File: src/rtl/sprite_gfx_pkg.sv
// Shared constants and helpers for the sprite serializer.
// Assumes a fixed three-step stretch set: 1, 2 or 4 clocks per pixel.
package sprite_gfx_pkg;
    localparam int GFX_W   = 8;
    localparam int WSEL_W  = 2;
    localparam int SUB_W   = 2;
    localparam int BALL_BIT = 1;

    typedef enum logic [WSEL_W-1:0] {
        WID_X1  = 2'b00,
        WID_X2  = 2'b01,
        WID_X4  = 2'b10,
        WID_X4B = 2'b11
    } width_e;

    // Last value of the pixel-hold counter for a width code
    function automatic logic [SUB_W-1:0] hold_last(input logic [WSEL_W-1:0] code);
        case (width_e'(code))
            WID_X1:  hold_last = SUB_W'(0);
            WID_X2:  hold_last = SUB_W'(1);
            default: hold_last = SUB_W'(3);
        endcase
    endfunction
endpackage

File: src/rtl/gfx_bank.sv
// Graphics storage: a direct and a delayed row for each of two sprites,
// plus a direct and a delayed ball enable. A write to one sprite's direct
// row copies the other sprite's direct row into its delayed row.
// Assumes write strobes are single-cycle pulses qualified by the bus decode.
module gfx_bank #(
    parameter int W = sprite_gfx_pkg::GFX_W
) (
    input  logic                clk_i,
    input  logic                rst_ni,
    input  logic                wr0_i,
    input  logic                wr1_i,
    input  logic                wr_ball_i,
    input  logic [W-1:0]        data_i,
    input  logic                ball_d_i,
    output logic [1:0][W-1:0]   cur_o,
    output logic [1:0][W-1:0]   dly_o,
    output logic                ball_cur_o,
    output logic                ball_dly_o
);
    logic [1:0][W-1:0] cur_q;
    logic [1:0][W-1:0] dly_q;
    logic              ball_cur_q;
    logic              ball_dly_q;

    // Direct rows take bus data on their own strobe
    always_ff @(posedge clk_i) begin
        if (!rst_ni) begin
            cur_q <= '0;
        end else begin
            if (wr0_i) cur_q[0] <= data_i;
            if (wr1_i) cur_q[1] <= data_i;
        end
    end

    // Delayed rows copy the partner's direct row on the opposite strobe
    always_ff @(posedge clk_i) begin
        if (!rst_ni) begin
            dly_q <= '0;
        end else begin
            if (wr0_i) dly_q[1] <= cur_q[1];
            if (wr1_i) dly_q[0] <= cur_q[0];
        end
    end

    // Ball enable pair: direct on its strobe, delayed on sprite-1 strobe
    always_ff @(posedge clk_i) begin
        if (!rst_ni) begin
            ball_cur_q <= 1'b0;
            ball_dly_q <= 1'b0;
        end else begin
            if (wr_ball_i) ball_cur_q <= ball_d_i;
            if (wr1_i)     ball_dly_q <= ball_cur_q;
        end
    end

    assign cur_o      = cur_q;
    assign dly_o      = dly_q;
    assign ball_cur_o = ball_cur_q;
    assign ball_dly_o = ball_dly_q;


    direct_load_chk: assert property (@(posedge clk_i) disable iff (!rst_ni)
        wr0_i |=> cur_q[0] == $past(data_i));


    cross_load_chk: assert property (@(posedge clk_i) disable iff (!rst_ni)
        wr0_i |=> dly_q[1] == $past(cur_q[1]));


    cross_load_back_chk: assert property (@(posedge clk_i) disable iff (!rst_ni)
        wr1_i |=> dly_q[0] == $past(cur_q[0]));


    ball_delay_chk: assert property (@(posedge clk_i) disable iff (!rst_ni)
        wr1_i |=> ball_dly_q == $past(ball_cur_q));
endmodule

File: src/rtl/gfx_scan.sv
// Parallel-to-serial scanner for one sprite row. A trigger starts (or
// restarts) a scan; each pixel is held for 1, 2 or 4 clocks by width code,
// and the row index walks 0..W-1 mapped to MSB-first or LSB-first order.
// Assumes the width code is held steady while a scan runs.
module gfx_scan
    import sprite_gfx_pkg::*;
#(
    parameter int W = GFX_W
) (
    input  logic              clk_i,
    input  logic              rst_ni,
    input  logic              start_i,
    input  logic [WSEL_W-1:0] width_i,
    input  logic              mirror_i,
    input  logic [W-1:0]      row_i,
    output logic              pix_o
);
    localparam int IDX_W = (W > 1) ? $clog2(W) : 1;
    localparam logic [IDX_W-1:0] IDX_LAST = IDX_W'(W - 1);

    logic             active_q;
    logic [IDX_W-1:0] idx_q;
    logic [SUB_W-1:0] sub_q;
    logic [SUB_W-1:0] sub_last;
    logic [IDX_W-1:0] bit_pos;

    // Hold limit for the current width code
    always_comb sub_last = hold_last(width_i);

    // Scan sequencer: restart on trigger, else step hold counter and index
    always_ff @(posedge clk_i) begin
        if (!rst_ni) begin
            active_q <= 1'b0;
            idx_q    <= '0;
            sub_q    <= '0;
        end else if (start_i) begin
            active_q <= 1'b1;
            idx_q    <= '0;
            sub_q    <= '0;
        end else if (active_q) begin
            if (sub_q >= sub_last) begin
                sub_q <= '0;
                if (idx_q == IDX_LAST) active_q <= 1'b0;
                else                   idx_q    <= idx_q + IDX_W'(1);
            end else begin
                sub_q <= sub_q + SUB_W'(1);
            end
        end
    end

    // Map scan index to row bit by direction and gate by scan window
    always_comb begin
        bit_pos = mirror_i ? idx_q : (IDX_LAST - idx_q);
        pix_o   = active_q & row_i[bit_pos];
    end


    restart_chk: assert property (@(posedge clk_i) disable iff (!rst_ni)
        start_i |=> active_q && idx_q == '0 && sub_q == '0);


    scan_origin_chk: assert property (@(posedge clk_i) disable iff (!rst_ni)
        $rose(active_q) |-> $past(start_i));


    pixel_hold_chk: assert property (@(posedge clk_i) disable iff (!rst_ni)
        (active_q && !start_i && sub_q < sub_last) |=> $stable(idx_q));
endmodule

File: src/rtl/sprite_gfx_shifter.sv
// Top of the sprite graphics serializer: graphics bank, per-sprite
// direct/delayed selection and one scanner per sprite, plus the ball
// enable selection. Assumes triggers come from the position counters.
module sprite_gfx_shifter
    import sprite_gfx_pkg::*;
#(
    parameter int W = GFX_W
) (
    input  logic        clk_i,
    input  logic        rst_ni,
    input  logic [7:0]  wr_data_i,
    input  logic        wr_p0_i,
    input  logic        wr_p1_i,
    input  logic        wr_ball_i,
    input  logic [1:0]  trig_i,
    input  logic [1:0]  mirror_i,
    input  logic [1:0]  vdel_i,
    input  logic [1:0]  width0_i,
    input  logic [1:0]  width1_i,
    input  logic        ball_vdel_i,
    output logic [1:0]  pix_o,
    output logic        ball_o
);
    logic [1:0][W-1:0]      cur_rows;
    logic [1:0][W-1:0]      dly_rows;
    logic [1:0][W-1:0]      sel_rows;
    logic [1:0][WSEL_W-1:0] widths;
    logic                   ball_cur;
    logic                   ball_dly;

    gfx_bank #(.W(W)) i_bank (
        .clk_i      (clk_i),
        .rst_ni     (rst_ni),
        .wr0_i      (wr_p0_i),
        .wr1_i      (wr_p1_i),
        .wr_ball_i  (wr_ball_i),
        .data_i     (wr_data_i[W-1:0]),
        .ball_d_i   (wr_data_i[BALL_BIT]),
        .cur_o      (cur_rows),
        .dly_o      (dly_rows),
        .ball_cur_o (ball_cur),
        .ball_dly_o (ball_dly)
    );

    // Gather per-sprite width codes into an indexable array
    always_comb begin
        widths[0] = width0_i;
        widths[1] = width1_i;
    end

    // Ball output picks the direct or delayed enable
    always_comb ball_o = ball_vdel_i ? ball_dly : ball_cur;

    for (genvar p = 0; p < 2; p++) begin : g_sprite
        // Row source picked by the sprite's delay select
        always_comb sel_rows[p] = vdel_i[p] ? dly_rows[p] : cur_rows[p];

        gfx_scan #(.W(W)) i_scan (
            .clk_i    (clk_i),
            .rst_ni   (rst_ni),
            .start_i  (trig_i[p]),
            .width_i  (widths[p]),
            .mirror_i (mirror_i[p]),
            .row_i    (sel_rows[p]),
            .pix_o    (pix_o[p])
        );
    end
endmodule

File: config.mk
export PLATFORM = sky130hd
export DESIGN_NAME = sprite_gfx_shifter
export DESIGN_NICKNAME = d
export VERILOG_FILES = /design/src/rtl/sprite_gfx_pkg.sv /design/src/rtl/gfx_bank.sv /design/src/rtl/gfx_scan.sv /design/src/rtl/sprite_gfx_shifter.sv
export SDC_FILE = /design/constraint.sdc
export NUM_CORES = 1
export LEC_CHECK = 0
export BUFFER_PORTS_ARGS = -buffer_cell sky130_fd_sc_hd__buf_2
export CORE_UTILIZATION = 40
export DETAILED_ROUTE_END_ITERATION = 8
export PLACE_DENSITY = 0.69
export SYNTH_ARGS = -nofsm -noshare
export SYNTH_HDL_FRONTEND = slang
export SYNTH_SLANG_ARGS = --single-unit
File: constraint.sdc
create_clock -name clk_i -period 4.02 [get_ports clk_i]
set_input_delay 0.603 -clock clk_i [delete_from_list [all_inputs] [get_ports clk_i]]
set_output_delay 0.603 -clock clk_i [all_outputs]
set_load 0.01 [all_outputs]
==> out/metrics.cfg, run 1 <==
[routing]
ant_nets = 0
avgViaCountPerCell = 5.000
wl_um = 4300
drc = 0
drt_pass1_iterations = 5
first_iter_violations = 90
vias = 1750
routedWlPerCell_um = 12.29

[critical_path]
cp.required_ns = 3.42
crit_fanout = 11
reg2reg_depth = 5
r2r-start = g_sprite[1].i_scan.idx_q[0]
crit_arrival_ns = 1.98
r2r_slack_ns = 2.20
critPathLaunchType = flip-flop
crit_path_end_kind = primary output
critical_path_class = flip-flop to primary output
reg2reg_to = g_sprite[1].i_scan.idx_q[2]

[logic_synthesis]
synth_top_family_by_area = multiplexers
synthXorXnorAreaFrac_pct = 1.676
yosys_warnings = 0
postSynthNetCount = 291
synth_simple_gate_area_share_pct = 16.56
syn_avg_cell_area_um2 = 9.802
synthAdderAreaFrac_pct = 3.943
synth-async-reset-ratio_pct = 0
synth_area_um2 = 2539
yosys_most_used_dff = dfxtp_1
synth_seq_cells = 46
ys_seq_area_share_pct = 36.27
yosys-mux-area-fraction_pct = 23.56
synth_compound_gate_area_share_pct = 11.68
synth_cells = 259
ys_types = 41
synth-edff-count = 0

[sta]
finClkSkew_ns = 0.005058
slew-limit-headroom_pct = 62.09
fmax_mhz = 387.8
tightest_slew_ns = 0.5675
fin_crit_ns = 2.579
rsz0062_at_grt = no
maxSlewViolCount = 0
finalSetupViolCount = 0
setup_tns_ns = 0
fin_crit_sh_pct = 64.15
hold_viol = 0

[finish]
area_growth_pct = 8.428
multiInputGateArea_um2 = 1458
antenna_cells = 0
drive_gt1_share_pct = 18.55
register_area_um2 = 920.9
final_nets = 306
fin_cells = 350
fillers = 604

[power]
pwr-share-clk_pct = 36.0
p_int_mw = 0.7225
leakagePower_nw = 1.152
net-switching-power_mw = 0.2270
pwr_density_cell_nw_per_um2 = 344.9
pwr-share-seq_pct = 51.5
p_sw_share_pct = 23.91
comb_power_share_pct = 12.5
ir_worst_vdd_v = 0.0001447

[die]
initial_core_util_pct = 42.13
die_w_um = 81.67
die_area_um2 = 6669
die-height_um = 81.67
row_count = 28
pin_count = 27
fp.coreArea_um2 = 6026

[global_route]
grt_use_total_pct = 14.64
grt_pass1_wl_um = 7583
grt_remaining_overflow = 0
grt_max_degree = 39
grt_pass1_vias = 1709
grt_antenna_before_repair = 0

[clock_network]
clk_pin_slew_ns = 0.09
cts_buffer_depth = 2
htreeDepth = 2
clock-root-buffer = clkbuf_8
cts_buffers = 5
clock_sinks = 46
ctsHoldBuffers = 0
insertion_delay_ns = 0.29
ctsResizeCount = 0
postCtsSetupBuffers = 0
cts_tree = built

[place]
portBuffers = 26
gp_congestion = 0.7630
hpwl_um = 3119
dpl.cell_count = 342

[worst_hold_path]
hold_path.class = flip-flop to flip-flop
hp-start = g_sprite[0].i_scan.sub_q[1]
min_to = g_sprite[0].i_scan.sub_q[1]
min_path_cells = 2

[job]
cap_violations = 0

[outcome]
outcome = complete, no violations

-- cells in the final DEF (no fill, tap or decap), types with 8 or more instances in the layout --
cell	count
nor2_1	14
dfxtp_1	46
inv_1	10
nor2b_1	34
a21oi_1	10
ha_1	8
mux2i_1	47
nand2b_1	8
buf_2	26
-- critical path, stage by stage (launching register included) --
cell	delay, ns
dfxtp_1	0.59
inv_1	0.20
o21ai_1	0.22
a22oi_1	0.11
a21o_1	0.20
a211oi_2	0.20
buf_2	0.15
-- per-stage QoR --
step / setup WS, ns / power [mW] / hold slack [ns] / instance area (um2) / utilization [%]
after floorplan: 1.665 / 0.5946 / 0.4446 / 2539 / -
after global placement: 1.540 / 0.6167 / 0.4618 / 2640 / 43.81
after detailed placement: 1.514 / 0.6193 / 0.4748 / 2640 / 43.81
after CTS: 1.421 / 0.9631 / 0.4878 / 2753 / 45.68
after global routing: 1.268 / 1.000 / 0.5115 / 2753 / 45.68
final: 1.441 / 0.9495 / 0.4793 / 2753 / 45.68
-- cell families after synthesis --
kind of cell             Yosys count
XOR/XNOR                           4
flip-flops                        46
AO/OA/AOI/OAI                     42
multiplexers                      56
buffers and inverters             28
adder cells (fa/ha/maj)            8
AND/OR/NAND/NOR                   75
-- cells in the mapped netlist (5+ instances only) --
cell type	n	share of area [%]
buf_2	5	0.99
mux2i_1	47	19
inv_1	10	1.5
a21oi_1	10	2.0
nand2b_1	8	2.0
o21ai_0	6	1.2
nor2b_1	34	8.4
dfxtp_1	46	36
nand2_1	6	0.89
nor2_1	14	2.1
buf_4	5	1.5
mux2_2	6	2.7
ha_1	8	3.9
-- metal layers --
layer	global-route usage [%]	wire length [um]	up-vias	part of all wire [%]
met5	0	0	-	0
met4	4.737	40	0	0.93
met2	23.25	1805	26	42
met1	19.16	2303	799	54
met3	4.000	149	2	3.5
li1	-	-	923	-
-- registers in the layout, indices dropped and copies added (netlist names) --
| name | cells |
|---|---|
| i_bank.ball_cur_o | 1 |
| i_bank.ball_dly_o | 1 |
| i_bank.cur_o | 16 |
| g_sprite.i_scan.active_q | 2 |
| g_sprite.i_scan.idx_q | 6 |
| i_bank.dly_o | 16 |
| g_sprite.i_scan.sub_q | 4 |
-- layout make-up --
type,instances,share of cell area [%]
Clock inverter,3,1.591
Sequential cell,46,33.45
Inverter,10,1.364
Tap cell,75,3.409
Multi-Input combinational cell,185,52.95
Clock buffer,5,2.500
Timing Repair Buffer,26,4.727
-- power by group through the flow --
stage                     clock, mW  sequential (mW)  combinational (mW)
final                         0.342            0.489               0.119
after floorplan                   0            0.494               0.101
after detailed placement          0            0.500               0.120
after CTS                     0.354            0.489               0.120
after global routing          0.375            0.493               0.133
after global placement            0            0.500               0.117
-- worst max path at each step --
| stage | slack (ns) | cells after the start | to | start |
|---|---|---|---|---|
| finish | 1.44 | 6 | pix_o[1] | g_sprite[1].i_scan.idx_q[0] |
| global route | 1.27 | 6 | pix_o[1] | g_sprite[1].i_scan.idx_q[0] |
| CTS | 1.42 | 6 | pix_o[1] | g_sprite[1].i_scan.idx_q[0] |
| detailed placement | 1.51 | 7 | pix_o[1] | vdel_i[1] |
| global placement | 1.54 | 7 | pix_o[1] | vdel_i[1] |
| floorplan | 1.66 | 6 | pix_o[0] | mirror_i[0] |
(Power assumes the default switching activity.)
==> run 2, diff against run 1 <==
--- a/config.mk
+++ b/config.mk
@@ -5,10 +5,11 @@
 export SDC_FILE = /design/constraint.sdc
 export NUM_CORES = 1
 export LEC_CHECK = 0
+export ABC_AREA = 1
 export BUFFER_PORTS_ARGS = -buffer_cell sky130_fd_sc_hd__buf_2
 export CORE_UTILIZATION = 40
 export DETAILED_ROUTE_END_ITERATION = 8
-export PLACE_DENSITY = 0.69
+export PLACE_DENSITY = 0.72
 export SYNTH_ARGS = -nofsm -noshare
 export SYNTH_HDL_FRONTEND = slang
 export SYNTH_SLANG_ARGS = --single-unit
==> constraint.sdc (replaced) <==
create_clock -name clk_i -period 2.1 [get_ports clk_i]
set_input_delay 0.315 -clock clk_i [delete_from_list [all_inputs] [get_ports clk_i]]
set_output_delay 0.315 -clock clk_i [all_outputs]
set_load 0.01 [all_outputs]
==> run 2 against run 1 <==
Sequential cell count unchanged. Clock power is 62% higher. Sequential power up 96%. Via count grew 20%. Highest routed layer unchanged. Critical path type unchanged. Non-clock buffer count is 1 higher.
==> out/metrics.cfg, run 2 <==
[worst_hold_path]
hp-start = wr_data_i[2]
min_path_cells = 3  ; +1
min_to = i_bank.cur_o[2]
hold_path.class = input port to flip-flop

[place]
dpl.cell_count = 431  ; +26%
hpwl_um = 3431  ; +10%
portBuffers = 26  ; unchanged
place_ws_ns = 0.3523  ; -1.161 ns
gp_congestion = 0.8069  ; +5.8%

[logic_synthesis]
synth_cells = 344  ; +33%
synthTopCellsByArea = dfxtp_1 40%, nand2_1 16%, nor2_1 13%
synth_area_um2 = 2286  ; -10%
yosysTopAreaCell = dfxtp_1
postSynthNetCount = 376  ; +29%
syn_avg_cell_area_um2 = 6.645  ; -32%
yosys_most_used_dff = dfxtp_1
ys_seq_area_share_pct = 40.28  ; +4.0 points
yosysMostFrequentCell = nand2_1
yosys-top-cells-count = 97 x nand2_1, 77 x nor2_1, 46 x dfxtp_1
synth-edff-count = 0  ; unchanged
synth-async-reset-ratio_pct = 0  ; unchanged
synth_top_area_share_pct = 40.28  ; +4.0 points
ys_types = 27  ; -34%
yosys_warnings = 0  ; unchanged
synth_seq_cells = 46  ; unchanged

[routing]
first_iter_violations = 130  ; +44%
drt_pass1_iterations = 4  ; -1
routedWlPerCell_um = 10.92  ; -11%
vias = 2097  ; +20%
drc = 0  ; unchanged
wl_um = 4792  ; +11%
ant_nets = 0  ; unchanged
avgViaCountPerCell = 4.777  ; -4.5%

[clock_network]
htreeDepth = 2  ; unchanged
postCtsSetupBuffers = 0  ; unchanged
clk_pin_slew_ns = 0.08  ; about the same
cts_buffers = 5  ; unchanged
cts_tree = built
ctsResizeCount = 0  ; unchanged
cts_buffer_depth = 2  ; unchanged
clock-root-buffer = clkbuf_8
insertion_delay_ns = 0.30  ; about the same
ctsHoldBuffers = 0  ; unchanged
clock_sinks = 46  ; unchanged

[critical_path]
cp_slowest_stage_delay_ns = 0.34  ; -0.25 ns
crit_fanout = 5  ; -6
reg2reg_depth = 10  ; +5
cp_slowest_cell = dfxtp_1
cp.required_ns = 1.78  ; -1.64 ns
r2r_slack_ns = 0.70  ; -1.50 ns
crit_top_cell = nand2_1
critPathLaunchType = flip-flop
critical_path_class = flip-flop to primary output
crit_arrival_ns = 1.51  ; -0.47 ns
reg2reg_to = g_sprite[0].i_scan.idx_q[1]
r2r-start = g_sprite[0].i_scan.sub_q[0]
worstPathCellList = inv_1 > nand2_1 > nand2_2 > nand2_1 > nand2_1 > nand2_1 > nand3_1 > nand2_1 > nor2_1 > buf_2
crit_path_end_kind = primary output

[finish]
mostFrequentLayoutCells = 97 x nand2_1, 77 x nor2_1, 46 x dfxtp_1
fin_cells = 439  ; +25%
final_common_cell = nand2_1
area_growth_pct = 11.00
drive_gt1_share_pct = 12.53  ; -6.0 points
antenna_cells = 0  ; unchanged
final_nets = 398  ; +30%

[die]
die-height_um = 77.60  ; -5.0%
pin_count = 27  ; unchanged
die_w_um = 77.60  ; -5.0%
die_area_um2 = 6021  ; -9.7%
fp.coreArea_um2 = 5507  ; -8.6%
initial_core_util_pct = 41.51  ; -0.62 points
row_count = 27  ; -3.6%

[sta]
fmax_mhz = 548.5
finalSetupViolCount = 0  ; unchanged
setup_tns_ns = 0  ; unchanged
tightest_slew_ns = 0.5527  ; -0.01483 ns
maxSlewViolCount = 0  ; unchanged
fin_crit_ns = 1.823
finClkSkew_ns = 0.003291  ; -0.001767 ns
hold_viol = 0  ; unchanged
rsz0062_at_grt = no
fin_crit_sh_pct = 86.81
slew-limit-headroom_pct = 63.12  ; +1.0 points
setup_slack_ns = 0.2770  ; -1.164 ns

[power]
finalPower_mw = 1.758  ; +85%
ir_worst_vdd_v = 0.0003294  ; +130%
pwr_density_cell_nw_per_um2 = 693.0  ; +100%
leakagePower_nw = 1.259  ; +9.3%

[global_route]
grt_pass1_wl_um = 8507  ; +12%
grt_pass1_vias = 1939  ; +13%
grt_antenna_before_repair = 0  ; unchanged
grt_max_degree = 30  ; -23%
grt_remaining_overflow = 0  ; unchanged
grt_use_total_pct = 17.67  ; +3.0 points

[outcome]
outcome = complete, no violations

[job]
cap_violations = 0  ; unchanged

## run 2: cell count changes after synthesis, moves of 5 or more
cell      before  now
nor2b_1       34    0
o21ai_0        6   38
nand3_1        1    6
nand2b_1       8    0
inv_1         10   26
nor2_1        14   77
mux2i_1       47    0
mux2_2         6    0
nand2_1        6   97
## run 2: worst max-delay path by stage
stage                                           start                     endpoint  cells after the start
after floorplan                           width1_i[1]  g_sprite[1].i_scan.idx_q[0]                      9
after global placement                    width1_i[1]  g_sprite[1].i_scan.idx_q[1]                     10
after detailed placement                  width1_i[1]  g_sprite[1].i_scan.idx_q[1]                     10
after CTS                 g_sprite[0].i_scan.idx_q[0]                     pix_o[0]                     10
after global routing      g_sprite[0].i_scan.idx_q[0]                     pix_o[0]                     10
final                     g_sprite[0].i_scan.idx_q[0]                     pix_o[0]                     10
## run 2: where the power goes
group / internal [mW] / leakage, nW / total [mW] / switching [mW]
Clock: 0.266 / 0.0482 / 0.554 / 0.289
Combinational: 0.0921 / 0.831 / 0.248 / 0.156
Sequential: 0.923 / 0.380 / 0.956 / 0.0331
Total: 1.28 / 1.26 / 1.76 / 0.478
## run 2: stage by stage
stage | hold WS, ns | util, % | cell area (um2)
floorplan | 0.4455 | - | 2286
global placement | 0.4693 | 44.42 | 2446
detailed placement | 0.4735 | 44.42 | 2446
CTS | 0.2449 | 46.08 | 2537
global route | 0.2586 | 46.08 | 2537
finish | 0.2561 | 46.08 | 2537
## run 2: worst max-delay path, delay by kind of cell, from the launching register on
kind	cells	cell delay, ns
simple gates	8	0.62
flops	1	0.34
buf+inv	2	0.24
## run 2: cell type report
| type | count | area (um2) |
|---|---|---|
| Clock inverter | 1 | 5.005 |
| Inverter | 29 | 118.9 |
| Timing Repair Buffer | 27 | 137.6 |
| Multi-Input combinational cell | 257 | 1179 |
| Sequential cell | 46 | 920.9 |
| Tap cell | 72 | 90.09 |
| Clock buffer | 7 | 86.33 |
| Fill cell | 585 | 2969 |
## run 2: cell families (layout without fill, tap and decap cells)
logic type               after synthesis  count (layout)  share of synthesized area, %
AO/OA/AOI/OAI                         57              57                         13.36
AND/OR/NAND/NOR                      188             188                         32.29
adder cells (fa/ha/maj)                8               8                         4.379
flip-flops                            46              46                         40.28
buffers and inverters                 41              64                         8.155
XOR/XNOR                               4               4                         1.533
## run 2: per-layer routing
metal | global-route usage [%] | part of all wire (%) | up-vias
met5 | 0 | 0 | -
met4 | 6.226 | 1.3 | 0
met3 | 3.882 | 4.9 | 7
met2 | 28.94 | 45 | 43
met1 | 22.75 | 49 | 928
li1 | - | - | 1119
==> run 3, diff against run 2 <==
==> constraint.sdc (replaced) <==
create_clock -name clk_i -period 2.1 [get_ports clk_i]
set_input_delay 0.63 -clock clk_i [delete_from_list [all_inputs] [get_ports clk_i]]
set_output_delay 0.63 -clock clk_i [all_outputs]
set_load 0.01 [all_outputs]
==> run 3 against run 2 <==
Sequential cell count is the same. Routed wire length grew 8.0%. Largest power group unchanged. Global-route usage shrank 0.17 points. Critical path depth is the same. Total power grew 9.8%. Fmax shrank 12%. Highest routed layer unchanged. Combinational power grew 22%.
==> out/metrics.cfg, run 3 (synthesis results as in run 2) <==
[outcome]
outcome = complete, no violations

[finish]
final_nets = 404  ; +1.5%
drive_gt1_share_pct = 22.52  ; +10 points
final_common_cell = nand2_1
final_util_pct = 52.42  ; +6.3 points
mostFrequentLayoutCells = 78 x nand2_1, 76 x nor2_1, 43 x dfxtp_1
fin_cells = 445  ; +1.4%
stdcell_area_um2 = 2887  ; +14%
area_growth_pct = 26.27
antenna_cells = 0  ; unchanged

[critical_path]
cp_slowest_stage_delay_ns = 0.13  ; -0.21 ns
worstPathCellList = buf_12 > clkinv_8 > buf_6 > nor2_4 > o21ai_2 > nand2_1 > nor2_2 > nor2_1 > nor2_1 > buf_2
critPathLaunchType = input port
cp.required_ns = 1.47  ; -0.31 ns
crit_arrival_ns = 1.44  ; -0.07 ns
critical_path_class = input port to primary output
crit_fanout = 8  ; +3
crit_path_end_kind = primary output
crit_top_cell = nor2_1
cp_slowest_cell = buf_2

[global_route]
grt_pass1_vias = 1859  ; -4.1%
grt_antenna_before_repair = 0  ; unchanged
grt_pass1_wl_um = 8314  ; -2.3%
grt_remaining_overflow = 0  ; unchanged
grt_max_degree = 20  ; -33%
grt_use_total_pct = 17.50  ; -0.17 points

[routing]
wl_um = 5175  ; +8.0%
drc = 0  ; unchanged
avgViaCountPerCell = 4.861  ; +1.8%
routedWlPerCell_um = 11.63  ; +6.5%
vias = 2163  ; +3.1%
first_iter_violations = 68  ; -48%
ant_nets = 0  ; unchanged
drt_pass1_iterations = 4  ; unchanged

[power]
finalPower_mw = 1.932  ; +9.8%
leakagePower_nw = 1.393  ; +11%
ir_worst_vdd_v = 0.0003994  ; +21%
pwr_density_cell_nw_per_um2 = 669.2  ; -3.4%

[sta]
maxSlewViolCount = 0  ; unchanged
hold_viol = 0  ; unchanged
fin_crit_sh_pct = 98.36  ; +12 points
finalSetupViolCount = 0  ; unchanged
finClkSkew_ns = 0.004312  ; +0.001020 ns
hold_slack_ns = 0.4780  ; +0.2219 ns
fin_crit_ns = 2.066  ; +0.2427 ns
rsz0062_at_grt = yes
tightest_slew_ns = 0.5379  ; -0.01472 ns
setup_slack_ns = 0.03435  ; -0.2427 ns
slew-limit-headroom_pct = 64.10  ; +0.98 points
setup_tns_ns = 0  ; unchanged
fmax_mhz = 484.1  ; -12%

[die]
fp.coreArea_um2 = 5507  ; unchanged
row_count = 27  ; unchanged
initial_core_util_pct = 41.51  ; unchanged
die-height_um = 77.60  ; unchanged
die_w_um = 77.60  ; unchanged
pin_count = 27  ; unchanged
die_area_um2 = 6021  ; unchanged

[place]
hpwl_um = 3434  ; about the same
gp_congestion = 0.7470  ; -7.4%
portBuffers = 26  ; unchanged
postPlaceCellArea_um2 = 2461  ; +0.61%
dpl.cell_count = 433  ; +0.46%
place_ws_ns = -0.03845  ; -0.3908 ns

[clock_network]
clk_pin_slew_ns = 0.09  ; about the same
clock-root-buffer = clkbuf_8
ctsHoldBuffers = 0  ; unchanged
htreeDepth = 2  ; unchanged
clock_sinks = 46  ; unchanged
cts_tree = built
cts_buffer_depth = 2  ; unchanged
cts_buffers = 5  ; unchanged
insertion_delay_ns = 0.30  ; about the same

[worst_hold_path]
hold_path.class = flip-flop to flip-flop

[job]
cap_violations = 0  ; unchanged

## run 3: cell types whose count changed in the layout (fill, tap and decap cells not counted), moves of 4 or more
cell	delta
nand2_2	+10
inv_1	-4
nand2_1	-19
clkinv_8	+4
buf_2	-4
nand2_4	+9
buf_12	+4
## run 3: worst paths after layout
path / start / end / slack [ns] / depth (start not counted)
max: vdel_i[0] / pix_o[0] / 0.03 / 10
min: g_sprite[1].i_scan.sub_q[0] / g_sprite[1].i_scan.sub_q[0] / 0.48 / 2
max reg2reg: g_sprite[1].i_scan.sub_q[0] / g_sprite[1].i_scan.idx_q[1] / 0.68 / 9
min reg2reg: g_sprite[1].i_scan.sub_q[0] / g_sprite[1].i_scan.sub_q[0] / 0.48 / 2
## run 3: repair_timing
action	CTS	global route
setup endpoints to repair	2	2
buffers inserted	0	2
pin swaps	10	20
gates resized for setup	14	60
gates cloned	0	2
## run 3: area by class of cell
cell class	instances	area, um2
fill	553	2620
multi-input combinational	257	1309
sequential	46	929.6
timing repair buffer	33	281.5
inverter	29	163.9
tap	72	90.09
clock buffer	5	68.82
clock inverter	3	43.79
## run 3: routing by layer
metal | vias to the layer above | track usage, % | part of all wire [%]
met5 | - | 0 | 0
met4 | 0 | 7.358 | 2.0
met3 | 8 | 3.765 | 4.4
met2 | 47 | 27.35 | 46
met1 | 978 | 23.19 | 47
li1 | 1130 | - | -
## run 3: report_power, final
part	leakage, nW	total (mW)	switching, mW	internal, mW
clock network	0.0585	0.666	0.309	0.357
registers	0.382	0.963	0.0417	0.921
logic	0.952	0.303	0.172	0.130
## run 3: critical path: cells and delay by family
family / cells / cell delay (ns)
buffers and inverters: 4 / 0.40
and+or+nand+nor: 5 / 0.32
AOI/OAI and AO/OA: 1 / 0.10
